**src/rtl/dpt_pkg.sv**
```systemverilog
package dpt_pkg;
  typedef enum logic [1:0] {
    MODE_DUAL_TOGGLE = 2'd0,
    MODE_DUAL_PWM    = 2'd1,
    MODE_WIDE_TOGGLE = 2'd2,
    MODE_WIDE_PWM    = 2'd3
  } dpt_mode_e;

  function automatic logic is_cascaded(input dpt_mode_e m);
    return (m == MODE_WIDE_TOGGLE) || (m == MODE_WIDE_PWM);
  endfunction
endpackage

```
**src/rtl/dpt_half_counter.sv**
```systemverilog
module dpt_half_counter #(
  parameter int W = 8
) (
  input  logic         clk,
  input  logic         rst,
  input  logic         en,
  input  logic         step,
  input  logic [W-1:0] period_in,
  input  logic [W-1:0] compare_in,
  output logic [W-1:0] cnt,
  output logic [W-1:0] cmp_s,
  output logic         wrap
);
  logic [W-1:0] per_s;

  assign wrap = en && step && (cnt == per_s);

  // Shadow copies reload only at a wrap, or continuously while parked.
  always_ff @(posedge clk) begin
    if (rst) begin
      per_s <= '0;
      cmp_s <= '0;
    end else if (!en || wrap) begin
      per_s <= period_in;
      cmp_s <= compare_in;
    end
  end

  always_ff @(posedge clk) begin
    if (rst || !en) cnt <= '0;
    else if (step)  cnt <= wrap ? '0 : cnt + 1'b1;
  end

  // the count never passes the period that is currently in force
  a_r6_cnt_within_period: assert property (@(posedge clk) disable iff (rst)
    cnt <= per_s);

  // a parked counter reads zero one clock later
  a_r9_parked_zero: assert property (@(posedge clk) disable iff (rst)
    !en |=> cnt == '0);
endmodule

```
**src/rtl/dpt_out_stage.sv**
```systemverilog
module dpt_out_stage #(
  parameter int W = 8
) (
  input  logic         clk,
  input  logic         rst,
  input  logic         en,
  input  logic         pwm_sel,
  input  logic         toggle_ev,
  input  logic [W-1:0] cnt,
  input  logic [W-1:0] cmp_s,
  output logic         pin,
  output logic         flag
);
  always_ff @(posedge clk) begin
    if (rst || !en)     pin <= 1'b0;
    else if (pwm_sel)   pin <= (cnt < cmp_s);
    else if (toggle_ev) pin <= ~pin;
  end

  always_ff @(posedge clk) begin
    if (rst) flag <= 1'b0;
    else     flag <= en && toggle_ev;
  end

  // in toggle role every wrap inverts the pin
  a_r1_wrap_inverts: assert property (@(posedge clk) disable iff (rst)
    (en && !pwm_sel && toggle_ev) |=> pin != $past(pin));

  // zero compare value keeps a PWM pin low
  a_r2_zero_duty_low: assert property (@(posedge clk) disable iff (rst)
    (en && pwm_sel && cmp_s == '0) |=> !pin);

  // flag pulse follows each wrap
  a_r7_flag_on_wrap: assert property (@(posedge clk) disable iff (rst)
    (en && toggle_ev) |=> flag);

  // disabled block drives pin and flag low
  a_r9_off_quiet: assert property (@(posedge clk) disable iff (rst)
    !en |=> (!pin && !flag));
endmodule

```
**src/rtl/dual_pwm_timer.sv**
```systemverilog
module dual_pwm_timer #(
  parameter int W = 8
) (
  input  logic         clk,
  input  logic         rst,
  input  logic         en,
  input  logic         tick,
  input  logic [1:0]   mode,
  input  logic [W-1:0] lo_period,
  input  logic [W-1:0] lo_compare,
  input  logic [W-1:0] hi_period,
  input  logic [W-1:0] hi_compare,
  output logic         out_lo,
  output logic         out_hi,
  output logic         match_lo,
  output logic         match_hi
);
  import dpt_pkg::*;

  localparam int NHALF = 2;

  dpt_mode_e    mode_e;
  logic         cascade;
  logic         lo_wrap, hi_wrap, hi_step;
  logic [W-1:0] lo_cnt, hi_cnt, lo_cmp_s, hi_cmp_s;

  assign mode_e  = dpt_mode_e'(mode);
  assign cascade = is_cascaded(mode_e);
  assign hi_step = cascade ? lo_wrap : tick;

  dpt_half_counter #(.W(W)) lo_ctr_i (
    .clk(clk), .rst(rst), .en(en), .step(tick),
    .period_in(lo_period), .compare_in(lo_compare),
    .cnt(lo_cnt), .cmp_s(lo_cmp_s), .wrap(lo_wrap)
  );

  dpt_half_counter #(.W(W)) hi_ctr_i (
    .clk(clk), .rst(rst), .en(en), .step(hi_step),
    .period_in(hi_period), .compare_in(hi_compare),
    .cnt(hi_cnt), .cmp_s(hi_cmp_s), .wrap(hi_wrap)
  );

  logic [NHALF-1:0]        sel_pwm, ev, pins, flags;
  logic [NHALF-1:0][W-1:0] cnts, cmps;

  assign sel_pwm[0] = (mode_e == MODE_DUAL_PWM) || (mode_e == MODE_WIDE_PWM);
  assign sel_pwm[1] = (mode_e == MODE_DUAL_PWM);
  assign ev         = {hi_wrap, lo_wrap};
  assign cnts       = {hi_cnt, lo_cnt};
  assign cmps       = {hi_cmp_s, lo_cmp_s};

  for (genvar g = 0; g < NHALF; g++) begin : g_out
    dpt_out_stage #(.W(W)) stage_i (
      .clk(clk), .rst(rst), .en(en),
      .pwm_sel(sel_pwm[g]), .toggle_ev(ev[g]),
      .cnt(cnts[g]), .cmp_s(cmps[g]),
      .pin(pins[g]), .flag(flags[g])
    );
  end

  assign out_lo   = pins[0];
  assign out_hi   = pins[1];
  assign match_lo = flags[0];
  assign match_hi = flags[1];

  // cascaded upper byte holds unless the lower byte wraps
  a_r5_upper_waits: assert property (@(posedge clk) disable iff (rst)
    (!rst && en && cascade && !lo_wrap) |=> $stable(hi_cnt));

  // a 16-bit wrap always coincides with a lower wrap
  a_r3_wide_wrap_aligned: assert property (@(posedge clk) disable iff (rst)
    (en && cascade && hi_wrap) |=> (match_lo && match_hi));
endmodule

```
**config.mk**
```make
export PLATFORM = sky130hd
export DESIGN_NAME = dual_pwm_timer
export DESIGN_NICKNAME = d
export VERILOG_FILES = /design/src/rtl/dpt_pkg.sv /design/src/rtl/dpt_half_counter.sv /design/src/rtl/dpt_out_stage.sv /design/src/rtl/dual_pwm_timer.sv
export SDC_FILE = /design/constraint.sdc
export NUM_CORES = 1
export LEC_CHECK = 0
export BUFFER_PORTS_ARGS = -buffer_cell sky130_fd_sc_hd__buf_4
export CAP_MARGIN = 20
export CORE_ASPECT_RATIO = 0.8
export CORE_MARGIN = 2
export CORE_UTILIZATION = 60
export DETAILED_ROUTE_END_ITERATION = 10
export GPL_TIMING_DRIVEN = 0
export PLACE_DENSITY = 0.82
export SLEW_MARGIN = 20
export SYNTH_ARGS = -nofsm -noshare
export SYNTH_HDL_FRONTEND = slang
export SYNTH_SLANG_ARGS = --single-unit
```
**constraint.sdc**
```tcl
create_clock -name clk -period 3.55 [get_ports clk]
set_input_delay 0.355 -clock clk [delete_from_list [all_inputs] [get_ports clk]]
set_output_delay 0.355 -clock clk [all_outputs]
set_load 0.02 [all_outputs]
```
* After elaboration in Yosys (flattened, before gate mapping)
Cells that the tools add are included.
** Word-level totals
- Flip-flop bits (word level) :: 52
- Output and inout bits :: 4
- Word-level logic and storage cells :: 42
** Cells by class
- $add $sub $neg :: 2
- Magnitude comparators :: 2
- Eq/ne operators :: 5
- Mux-type cells :: 7
- Bitwise gates (word level) :: 2
- Reductions and logical operators :: 14
** Operators with widths (number)
- $add A8 B1 Y8 const B :: 2
- $eq A8 B8 Y1 :: 2
- $lt A8 B8 Y1 :: 2
- $mux W8 :: 2
- $logic_and A1 B1 Y1 :: 6
- $logic_or A1 B1 Y1 :: 5
- $mux W1 :: 5
- $eq A2 B2 Y1 const B :: 2
- $reduce_bool A2 Y1 :: 2
- $eq A2 B1 Y1 const B :: 1
- $not A1 Y1 :: 2
- $logic_not A1 Y1 :: 1

* Longest topological paths before layout
- Word-level depth :: 7
- Mapped depth :: 8
- Gate-level depth less buffers :: 7

* Hierarchy
From an unflattened synthesis, not the netlist that was laid out.
** Unflattened totals
- Cell total of the unflattened synthesis :: 497
- Area, all modules :: 3671.0 um^2
** By module, submodules not included
- dpt_half_counter :: times used 2, cells an instance 216, area an instance 1569.0 um^2
- dpt_out_stage :: times used 2, cells an instance 31, area an instance 252.7 um^2
- dual_pwm_timer :: times used 1, cells an instance 3, area an instance 27.5 um^2

* Worst setup path before layout
OpenSTA, ideal clock, no wires.
- Kind :: register to register
- Start point :: reg hi_ctr_i.cnt[4]
- End point :: reg hi_ctr_i.cmp_s[6]
- Setup time :: 128 ps
- Arrival time :: 1782 ps
- Data required time :: 3422 ps
- Path slack :: 1640 ps
- Stages on the path, launching flop included :: 9
- Path buffers :: 2
- Period minus slack after synthesis :: 1910 ps
- Path through :: dfxtp_1 > xnor2_1 > nand3_1 > or3_1 > clkbuf_2 > o21ai_4 > buf_6 > mux2i_1 > nor2_1
** Between the ends
- Word-level cells in the longest chain between the ends :: 3
** Ends and longest elaborated chain
- from (decl) :: line dpt_half_counter.sv:10 : output logic [W-1:0] cnt,
- from (signal assigned) :: line dpt_half_counter.sv:31 : else if (step) cnt <= wrap ? '0 : cnt + 1'b1;
- $eq A8 B8 Y1 :: line dpt_half_counter.sv:16 : assign wrap = en && step && (cnt == per_s);
- $logic_and A1 B1 Y1 :: line dpt_half_counter.sv:16
- $logic_or A1 B1 Y1 :: line dpt_half_counter.sv:23 : end else if (!en || wrap) begin
- to (signal assigned) :: line dpt_half_counter.sv:25 : cmp_s <= compare_in;
- to (decl) :: line dpt_half_counter.sv:11 : output logic [W-1:0] cmp_s,
No other way between the ends.
A chain may end at the register's enable or synchronous reset.

* Worst setup path in the final report
- Start point :: reg hi_ctr_i.cnt[6]
- End point :: reg hi_ctr_i.cmp_s[7]
Same word-level chain as after synthesis.

==> impl_results.md <==
- Area of the multi-input gates: 1400 µm²
- Pwr Density: around 390 nW/µm²
- Wire length per cell: about 14 µm
- Setup CP Type: flop to flop
- Final Cell Area: between 2000 and 3000 µm²
- Largest family of logic cells by synthesized area: simple AND/OR/NAND/NOR gates
- CP Capture Type: flop
- Fillers: 320
- Post-synth top area cell: dfxtp_1
- Post-synth top area share: 0.410
- #FFs+latches synth: 52
- DIE AREA: 4780 µm²
- Initial Util: 0.616
- P_leak: roughly 0.0013 µW
- Compound-gate portion of the synthesized area: 0.0822
- Initial antenna violation count: 0
- Worst hold path class: primary input to flop
- Final WL: between 5000 and 6000 µm
- Clock Latency Late Sink: 310 ps
- Die height: 62.2 µm
- Slew HR: 0.626
- YS warnings: 0
- Final Util: 0.727
- Req. time, crit path: between 3000 and 4000 ps
- Mapped Cells: approximately 270
- Longest Clk Path Bufs: 2
- Slack of the critical path: roughly 1200 ps
- Largest net degree at the start of global routing: 16
- Fin crit share: 0.652
- Core area: 4130 µm²
- Max-cap violations: 0
- Post-synthesis cell area: 2540 µm²
- Worst Path Max Fanout: 10
- Vias/cell: ~5.4
- Clk sinks: 52
- Layout cells sized above 1: 0.165
- Post-synth EDFFs: 0
- DRT iter0 DRCs: between 150 and 200
- Crit start category: flop
- Chip Width: 76.8 µm
- Gr ovfl total: 0
- Clock transition at path regs: about 90 ps
- Async SR Flop Fraction: 0
- Netlist cell types: 40
- Final Wtd Congestion: a little over 0.8
- CTS Root Cell: clkbuf_8
- Vias in the first global route: 1976
- Clock Skews: between 5 and 6 ps
- Setup tns final: 0 ps
- Register area share after synthesis: 0.410
- Main area contributors after synthesis: dfxtp_1, mux2i_1, ha_1, xnor2_1, nor2_1
- Worst-margin pin slew: approximately 560 ps
- Number of H-tree levels: 2
- Multiplexer area fraction after synthesis: 0.130
- Ant diodes: 0
- Most common cell after layout, fill and taps aside: dfxtp_1
- # port buffers: 39
- Worst VDD drop: between 0.0002 and 0.0003 V
- Xor-xnor portion of the synthesized cell area: 0.0896
- FF/Latch Area: 1040 µm²
- Final Setup Violations: 0
- DR pass1 iterations: 4
- Io pins: 42
- Final worst path period need: ~2300 ps
- CTS buffer count: 5
- Post-Synth Simple-Gate Area: 0.169
- Synth-to-Final Area Change: 18.0%
- First-pass GRT wire length: approximately 9300 µm
- F_max: 432 MHz
- Status: completed
- Hold slack: around 240 ps
- Final net count: around 370
- Pins over their slew limit: 0
- Top_reg_cell synth: dfxtp_1
- Adder-cell area share of the yosys netlist: 0.0788
- Post-Place Cell Area: slightly below 3000 µm²
- Dpl ws: between 1000 and 1500 ps
- RSZ-0062 raised after global routing: false
- DRC viols: 0
- CTS Hold Bufs: 0
- Post-CTS setup buffers: 0
- Total GRT Usage: 0.243
- Fin. Hold Viols: 0
- Arr. time, crit path: ~2500 ps
- Post-detail-place hpwl: approximately 4000 µm
- CTS tree: built
- # rows: 21
- Vias: 2041
- Antenna viol nets, final: 0
- Mean Syn Cell Area: 9.27 µm²
- Resized Gates After CTS: 0
- Most frequent cells in the layout: dfxtp_1, nor2_1, buf_4
- Post-Syn Nets: roughly 330
logic make-up (layout without fill, tap and decap cells):
kind of cell | count (synthesis) | in the layout
AO/OA/AOI/OAI | 31 | 31
XOR/XNOR | 26 | 26
adder cells (fa/ha/maj) | 16 | 16
buffers and inverters | 24 | 71
flip-flops | 52 | 52
multiplexers | 33 | 33
AND/OR/NAND/NOR | 92 | 92
worst paths after layout:
kind,from,endpoint,slack (ps),cells after the start
worst max register to register,hi_ctr_i.cnt[6],hi_ctr_i.cmp_s[7],1240,8
worst min register to register,hi_ctr_i.cmp_s[5],hi_ctr_i.cmp_s[5],510,2
worst max-delay path,hi_ctr_i.cnt[6],hi_ctr_i.cmp_s[7],1240,8
worst min-delay path,mode[0],g_out[0].stage_i.pin,240,2
per-stage QoR:
stage / power, µW / instances
floorplan: 754 / 274
global placement: 812 / 370
detailed placement: 818 / 370
CTS: 1160 / 378
global route: 1210 / 378
finish: 1150 / 378
state kept, by name, summed over array words and instances, names as in the netlist:
signal	flops
hi_ctr_i.per_s	8
lo_ctr_i.cmp_s	8
lo_ctr_i.per_s	8
hi_ctr_i.cnt	8
lo_ctr_i.cnt	8
hi_ctr_i.cmp_s	8
g_out.stage_i.flag	2
g_out.stage_i.pin	2
cell usage after synthesis (4+ instances only):
| cell type | instances |
|---|---|
| a21o_1 | 4 |
| a21oi_1 | 8 |
| clkbuf_1 | 5 |
| dfxtp_1 | 52 |
| ha_1 | 16 |
| inv_1 | 14 |
| mux2i_1 | 33 |
| nand2_1 | 7 |
| nand2b_1 | 4 |
| nand3_1 | 8 |
| nand4_1 | 5 |
| nor2_1 | 47 |
| nor3_1 | 8 |
| o21ai_0 | 8 |
| xnor2_1 | 21 |
| xor2_1 | 5 |
per-layer routing:
| layer | up-vias | wire length (µm) | GRT usage |
|---|---|---|---|
| met1 | 941 | 2630 | 0.340 |
| met2 | 64 | 2250 | 0.366 |
| met4 | 0 | 61 | 0.0705 |
| met3 | 7 | 393 | 0.0698 |
| met5 | - | 0 | 0 |
| li1 | 1029 | - | - |
critical path: stages (launching register included):
cell,delay (ps)
dfxtp_1,460
xnor2_1,160
nand3_1,150
or3_1,360
clkbuf_2,180
o21ai_4,360
buf_6,230
mux2i_1,220
nor2_1,60
report_power, final:
part	internal [µW]	total, µW	leakage, µW	switching (µW)
Sequential	610	629	0.000426	18.8
Clock	156	349	0.0000510	193
Combinational	88.9	177	0.000825	88.3
area by class of cell:
| cell class | count | area share |
|---|---|---|
| Multi-Input combinational cell | 198 | 0.466 |
| Timing Repair Buffer | 39 | 0.0977 |
| Buffer | 10 | 0.0171 |
| Clock buffer | 6 | 0.0275 |
| Sequential cell | 52 | 0.347 |
| Clock inverter | 2 | 0.00334 |
| Inverter | 14 | 0.0175 |
| Tap cell | 57 | 0.0238 |
Note: power is estimated with default switching activity, not from simulation.
